--- src/rtl/sub_exec_pkg.sv ---
package sub_exec_pkg;
  typedef enum logic [1:0] {PH_DEC = 2'd0, PH_READ = 2'd1, PH_PROC = 2'd2, PH_WRITE = 2'd3} phase_e;

  typedef struct packed {
    logic n;
    logic ov;
    logic z;
    logic dc;
    logic c;
  } flags_t;

  typedef struct packed {
    logic        is_lit;
    logic        is_reg;
    logic        to_file;
    logic [11:0] addr;
    logic [7:0]  imm;
  } decoded_t;
endpackage

--- src/rtl/sub_phase_seq.sv ---
module sub_phase_seq
  import sub_exec_pkg::*;
(
  input  logic   clk,
  input  logic   rst,
  output phase_e phase
);
  always_ff @(posedge clk) begin
    if (rst) phase <= PH_DEC;
    else     phase <= phase_e'(phase + 2'd1);
  end
endmodule

--- src/rtl/sub_decode.sv ---
module sub_decode
  import sub_exec_pkg::*;
#(
  parameter int BANK_W  = 4,
  parameter int FADDR_W = 8,
  parameter int INSTR_W = 16
) (
  input  logic [INSTR_W-1:0] instr,
  input  logic [BANK_W-1:0]  bank,
  output decoded_t           dec
);
  localparam logic [7:0] LIT_OP = 8'h08;
  localparam logic [5:0] REG_OP = 6'b010111;
  localparam logic [BANK_W-1:0] LOW_BANK  = '0;
  localparam logic [BANK_W-1:0] HIGH_BANK = '1;

  logic [FADDR_W-1:0] f;
  logic [BANK_W-1:0]  sel_bank;

  always_comb begin
    f        = instr[FADDR_W-1:0];
    // bit 8: 1 = bank register, 0 = access-bank split on f's top bit
    if (instr[8]) sel_bank = bank;
    else          sel_bank = f[FADDR_W-1] ? HIGH_BANK : LOW_BANK;
    dec         = '0;
    dec.is_lit  = (instr[15:8] == LIT_OP);
    dec.is_reg  = (instr[15:10] == REG_OP);
    dec.to_file = dec.is_reg & instr[9];
    dec.addr    = {sel_bank, f};
    dec.imm     = instr[7:0];
  end
endmodule

--- src/rtl/sub_alu.sv ---
module sub_alu
  import sub_exec_pkg::*;
#(
  parameter int DATA_W = 8
) (
  input  logic [DATA_W-1:0] minuend,
  input  logic [DATA_W-1:0] subtrahend,
  output logic [DATA_W-1:0] diff,
  output flags_t            flags
);
  localparam int NIB = 4;

  logic [DATA_W:0] wide;

  always_comb begin
    wide     = {1'b0, minuend} - {1'b0, subtrahend};
    diff     = wide[DATA_W-1:0];
    flags.c  = ~wide[DATA_W];
    flags.dc = (minuend[NIB-1:0] >= subtrahend[NIB-1:0]);
    flags.n  = diff[DATA_W-1];
    flags.z  = (diff == '0);
    flags.ov = (minuend[DATA_W-1] != subtrahend[DATA_W-1]) &&
               (diff[DATA_W-1] != minuend[DATA_W-1]);
  end
endmodule

--- src/rtl/sub_exec_unit.sv ---
module sub_exec_unit
  import sub_exec_pkg::*;
#(
  parameter int DATA_W  = 8,
  parameter int BANK_W  = 4,
  parameter int FADDR_W = 8,
  parameter int INSTR_W = 16,
  localparam int ADDR_W = BANK_W + FADDR_W
) (
  input  logic               clk,
  input  logic               rst,
  input  logic [INSTR_W-1:0] instr_in,
  input  logic [DATA_W-1:0]  wreg_in,
  input  logic [BANK_W-1:0]  bsr_in,
  output logic [1:0]         phase_o,
  output logic               rf_re,
  output logic [ADDR_W-1:0]  rf_raddr,
  input  logic [DATA_W-1:0]  rf_rdata,
  output logic               rf_we,
  output logic [ADDR_W-1:0]  rf_waddr,
  output logic [DATA_W-1:0]  result_o,
  output logic               wreg_we,
  output logic               flags_we,
  output logic [4:0]         flags_o
);
  phase_e      ph;
  decoded_t    dec, dec_q;
  logic [DATA_W-1:0] w_q, opnd_q, alu_diff;
  flags_t      alu_flags, flags_q;
  logic        re_q, rf_we_q, wreg_we_q, flags_we_q;
  logic [ADDR_W-1:0] addr_q;
  logic [DATA_W-1:0] result_q;

  sub_phase_seq u_seq (.clk(clk), .rst(rst), .phase(ph));

  sub_decode #(.BANK_W(BANK_W), .FADDR_W(FADDR_W), .INSTR_W(INSTR_W)) u_dec (
    .instr(instr_in), .bank(bsr_in), .dec(dec));

  sub_alu #(.DATA_W(DATA_W)) u_alu (
    .minuend(opnd_q), .subtrahend(w_q), .diff(alu_diff), .flags(alu_flags));

  always_ff @(posedge clk) begin
    if (rst) begin
      dec_q      <= '0;
      w_q        <= '0;
      opnd_q     <= '0;
      re_q       <= 1'b0;
      addr_q     <= '0;
      result_q   <= '0;
      flags_q    <= '0;
      rf_we_q    <= 1'b0;
      wreg_we_q  <= 1'b0;
      flags_we_q <= 1'b0;
    end else begin
      case (ph)
        PH_DEC: begin
          dec_q  <= dec;
          w_q    <= wreg_in;
          addr_q <= dec.addr;
          re_q   <= dec.is_reg;
        end
        PH_READ: begin
          re_q   <= 1'b0;
          opnd_q <= dec_q.is_reg ? rf_rdata : dec_q.imm;
        end
        PH_PROC: begin
          if (dec_q.is_lit || dec_q.is_reg) begin
            result_q   <= alu_diff;
            flags_q    <= alu_flags;
            flags_we_q <= 1'b1;
            rf_we_q    <= dec_q.to_file;
            wreg_we_q  <= ~dec_q.to_file;
          end
        end
        default: begin
          rf_we_q    <= 1'b0;
          wreg_we_q  <= 1'b0;
          flags_we_q <= 1'b0;
        end
      endcase
    end
  end

  assign phase_o  = ph;
  assign rf_re    = re_q;
  assign rf_raddr = addr_q;
  assign rf_waddr = addr_q;
  assign rf_we    = rf_we_q;
  assign wreg_we  = wreg_we_q;
  assign flags_we = flags_we_q;
  assign result_o = result_q;
  assign flags_o  = flags_q;
endmodule

--- config.mk ---
export PLATFORM = sky130hd
export DESIGN_NAME = sub_exec_unit
export DESIGN_NICKNAME = d
export VERILOG_FILES = /design/src/rtl/sub_exec_pkg.sv /design/src/rtl/sub_phase_seq.sv /design/src/rtl/sub_decode.sv /design/src/rtl/sub_alu.sv /design/src/rtl/sub_exec_unit.sv
export SDC_FILE = /design/constraint.sdc
export NUM_CORES = 1
export LEC_CHECK = 0
export BUFFER_PORTS_ARGS = -buffer_cell sky130_fd_sc_hd__buf_2
export CORE_MARGIN = 4
export CORE_UTILIZATION = 30
export CTS_CLUSTER_DIAMETER = 120
export DETAILED_ROUTE_END_ITERATION = 16
export GPL_ROUTABILITY_DRIVEN = 0
export SLEW_MARGIN = 20
export SYNTH_ARGS = -nofsm -noshare
export SYNTH_HDL_FRONTEND = slang
export SYNTH_SLANG_ARGS = --single-unit
--- constraint.sdc ---
create_clock -name clk -period 4 [get_ports clk]
set_input_delay 0.8 -clock clk [delete_from_list [all_inputs] [get_ports clk]]
set_output_delay 0.8 -clock clk [all_outputs]
set_load 0.02 [all_outputs]
==> results.toml <==
[logic_synthesis]
async_flop_share_pct = 0
synth_warnings = 0
syn_nets = 329
synth_edf_count = 0
synth_cell_types = 49
ys_top_cells_by_area = "dfxtp_1 40%, mux2i_1 9.7%, nor2_1 6.5%"
synth_seq_cells = 49
syn_area_mm2 = 0.00247
synthCells = 279
yosysTopAreaCellShare_pct = 39.7
yosysSeqAreaShare_pct = 39.7
synth_largest_area_cell = "dfxtp_1"
syn_area_per_cell_um2 = 8.85
ys.flop_type = "dfxtp_1"

[floorplan]
placeableCoreArea_mm2 = 0.00785
start_util_pct = 31.5
ios = 81
die_area_mm2 = 0.00974
rows = 32
die_w_um = 98.7
die_y_um = 98.7

[timing]
postLayoutSetupSlackWorst_ps = 1730
fin_skew_ps = 4.23
tns_ps = 0
finalHoldViolCount = 0
slew_headroom_pct = 51.6
worstMarginPinSlew_ps = 725
rsz0062_at_grt = "no"
timing.hold.ws_ps = 454
fin_crit_sh_pct = 56.8
fin_crit_ps = 2270
slew_viol_final = 0
final-setup-viol-count = 0
max_freq_mhz = 440

[worst_setup_path]
crit_top_cell = "inv_1"
worstPathMaxFanout = 4
path_cells = "inv_1 -> ha_1 -> inv_1 -> fa_1 -> and3_4 -> o21a_1 -> o311a_1 -> or3_1 -> a21oi_1"
cp.arrival_ps = 2500
max_stage_delay_ps = 410
critPathRequiredTime_ps = 4230
crit_path_top_delay_cell = "fa_1"
worstSetupEndpointType = "flip-flop"
cp-start-kind = "flip-flop"
crit_type = "reg -> reg"

[clocking]
root_buffer = "clkbuf_8"
htree_num_levels = 2
clock-sinks = 49
clk_path_buf_depth = 2
path_clk_slew_ps = 90
cts_resized = 0
cts_hold_buf = 0
cts_setup_buffers = 0
numCtsBuffers = 5
cts_tree = "built"
clock_latency_ps = 300

[drt]
drc = 0
wl_per_cell_um = 12.9
drt-total-wl_um = 5620
ant_nets = 0
dr.pass1.iters = 4
routed_via_density = 4.69
drt_iter0_markers = 53
num_vias = 2040

[pwr]
p_per_area_mw_per_mm2 = 397
p_leak_nw = 1.31
ir_drop_mv = 0.157
p_total_mw = 1.15

[global_route]
grt_first_pass_wirelength_um = 9290
grt_max_degree = 28
grt_antenna_before_repair = 1
grt_use_total_pct = 11.5
grt_pass1_vias = 1980
grt_remaining_overflow = 0

[final_layout]
mostFrequentLayoutCell = "buf_2"
antenna_cells = 0
final_core_util_pct = 36.9
most-common-layout-cells = "80 x buf_2, 49 x dfxtp_1, 43 x nor2_1, 24 x mux2i_1"
layout.nets = 382
final_cell_area_mm2 = 0.00290
fillCellCount = 868
multi_input_area_mm2 = 0.00122
layout-drive-gt1-share_pct = 28.5
finalNonFillerCells = 435
area_delta_synth_final_pct = 17.3
seqCellArea_um2 = 981

[placed_design]
place_area_mm2 = 0.00279
io_buffers = 80
dp_slack_ps = 1760
place_inst = 427
place_hpwl_um = 4310

[flow_run]
maxCapViolCount = 0

[status]
status = "completed"

[hold_path]
min_path_type = "reg -> reg"
state kept, by name, indices dropped and copies added, names as in the netlist:
register     count
rf_we            1
rf_raddr         5
rf_re            1
wreg_we          1
u_seq.phase      2
w_q              8
dec_q           10
flags_we         1
flags_o          5
opnd_q           8
result_o         7
synth_stat cells (2+ instances only):
cell and number:
nand3_1 3, nor3_1 5, buf_4 21, nand4_1 3
mux2i_1 24, nand2_1 12, buf_2 3, o2111a_1 2
inv_1 13, or4_1 2, nor4_1 2, a21o_1 2
o21ai_1 2, nor2_1 43, dfxtp_1 49, nor2b_1 5
a211oi_1 15, a22oi_1 2, ha_1 11, o21ai_0 2
a21oi_1 15, clkbuf_1 11, or3_1 5, nor3b_1 2
per-layer routing:
metal	wire length [um]	global-route usage, %	share of wire (%)
met1	2790	15.4	50
met4	64	3.47	1.1
met5	13	0	0.23
met2	2480	18.4	44
met3	266	2.62	4.7
cells by family after synthesis:
group | count (synthesis) | synth area share [%]
muxes | 24 | 9.73
AOI/OAI and AO/OA | 55 | 15.7
and+or+nand+nor | 89 | 17.3
xor gates and xnor gates | 1 | 0.355
buffers and inverters | 49 | 10.8
adders and majority gates | 12 | 6.39
DFF | 49 | 39.7
where the power goes:
group          internal (mW)  switching, mW  total, mW
sequential             0.516         0.0202      0.536
combinational          0.125          0.173      0.298
clock                  0.156          0.160      0.317
total                  0.797          0.353       1.15
area by class of cell:
| type | count | area share [%] |
|---|---|---|
| Clock buffer | 7 | 3.33 |
| Multi-Input combinational cell | 181 | 42.2 |
| Timing Repair Buffer | 82 | 14.3 |
| Sequential cell | 49 | 33.9 |
| Clock inverter | 1 | 0.173 |
| Tap cell | 102 | 4.41 |
| Inverter | 13 | 1.69 |
critical path, delay by kind of cell, from the launching register on:
family	cells	cell delay (ps)
compound gates	3	650
simple gates	2	560
buf+inv	2	110
flops	1	320
fa+ha+maj	2	580
worst paths after layout:
path,slack (ps),cells after the start,from,end
worst max-delay path,1730,9,opnd_q[0],result_o[6]
worst min-delay path,450,2,result_o[6],result_o[6]
worst max register to register,1730,9,opnd_q[0],result_o[6]
worst min register to register,450,2,result_o[6],result_o[6]
Power figures use the tool's default switching activity.
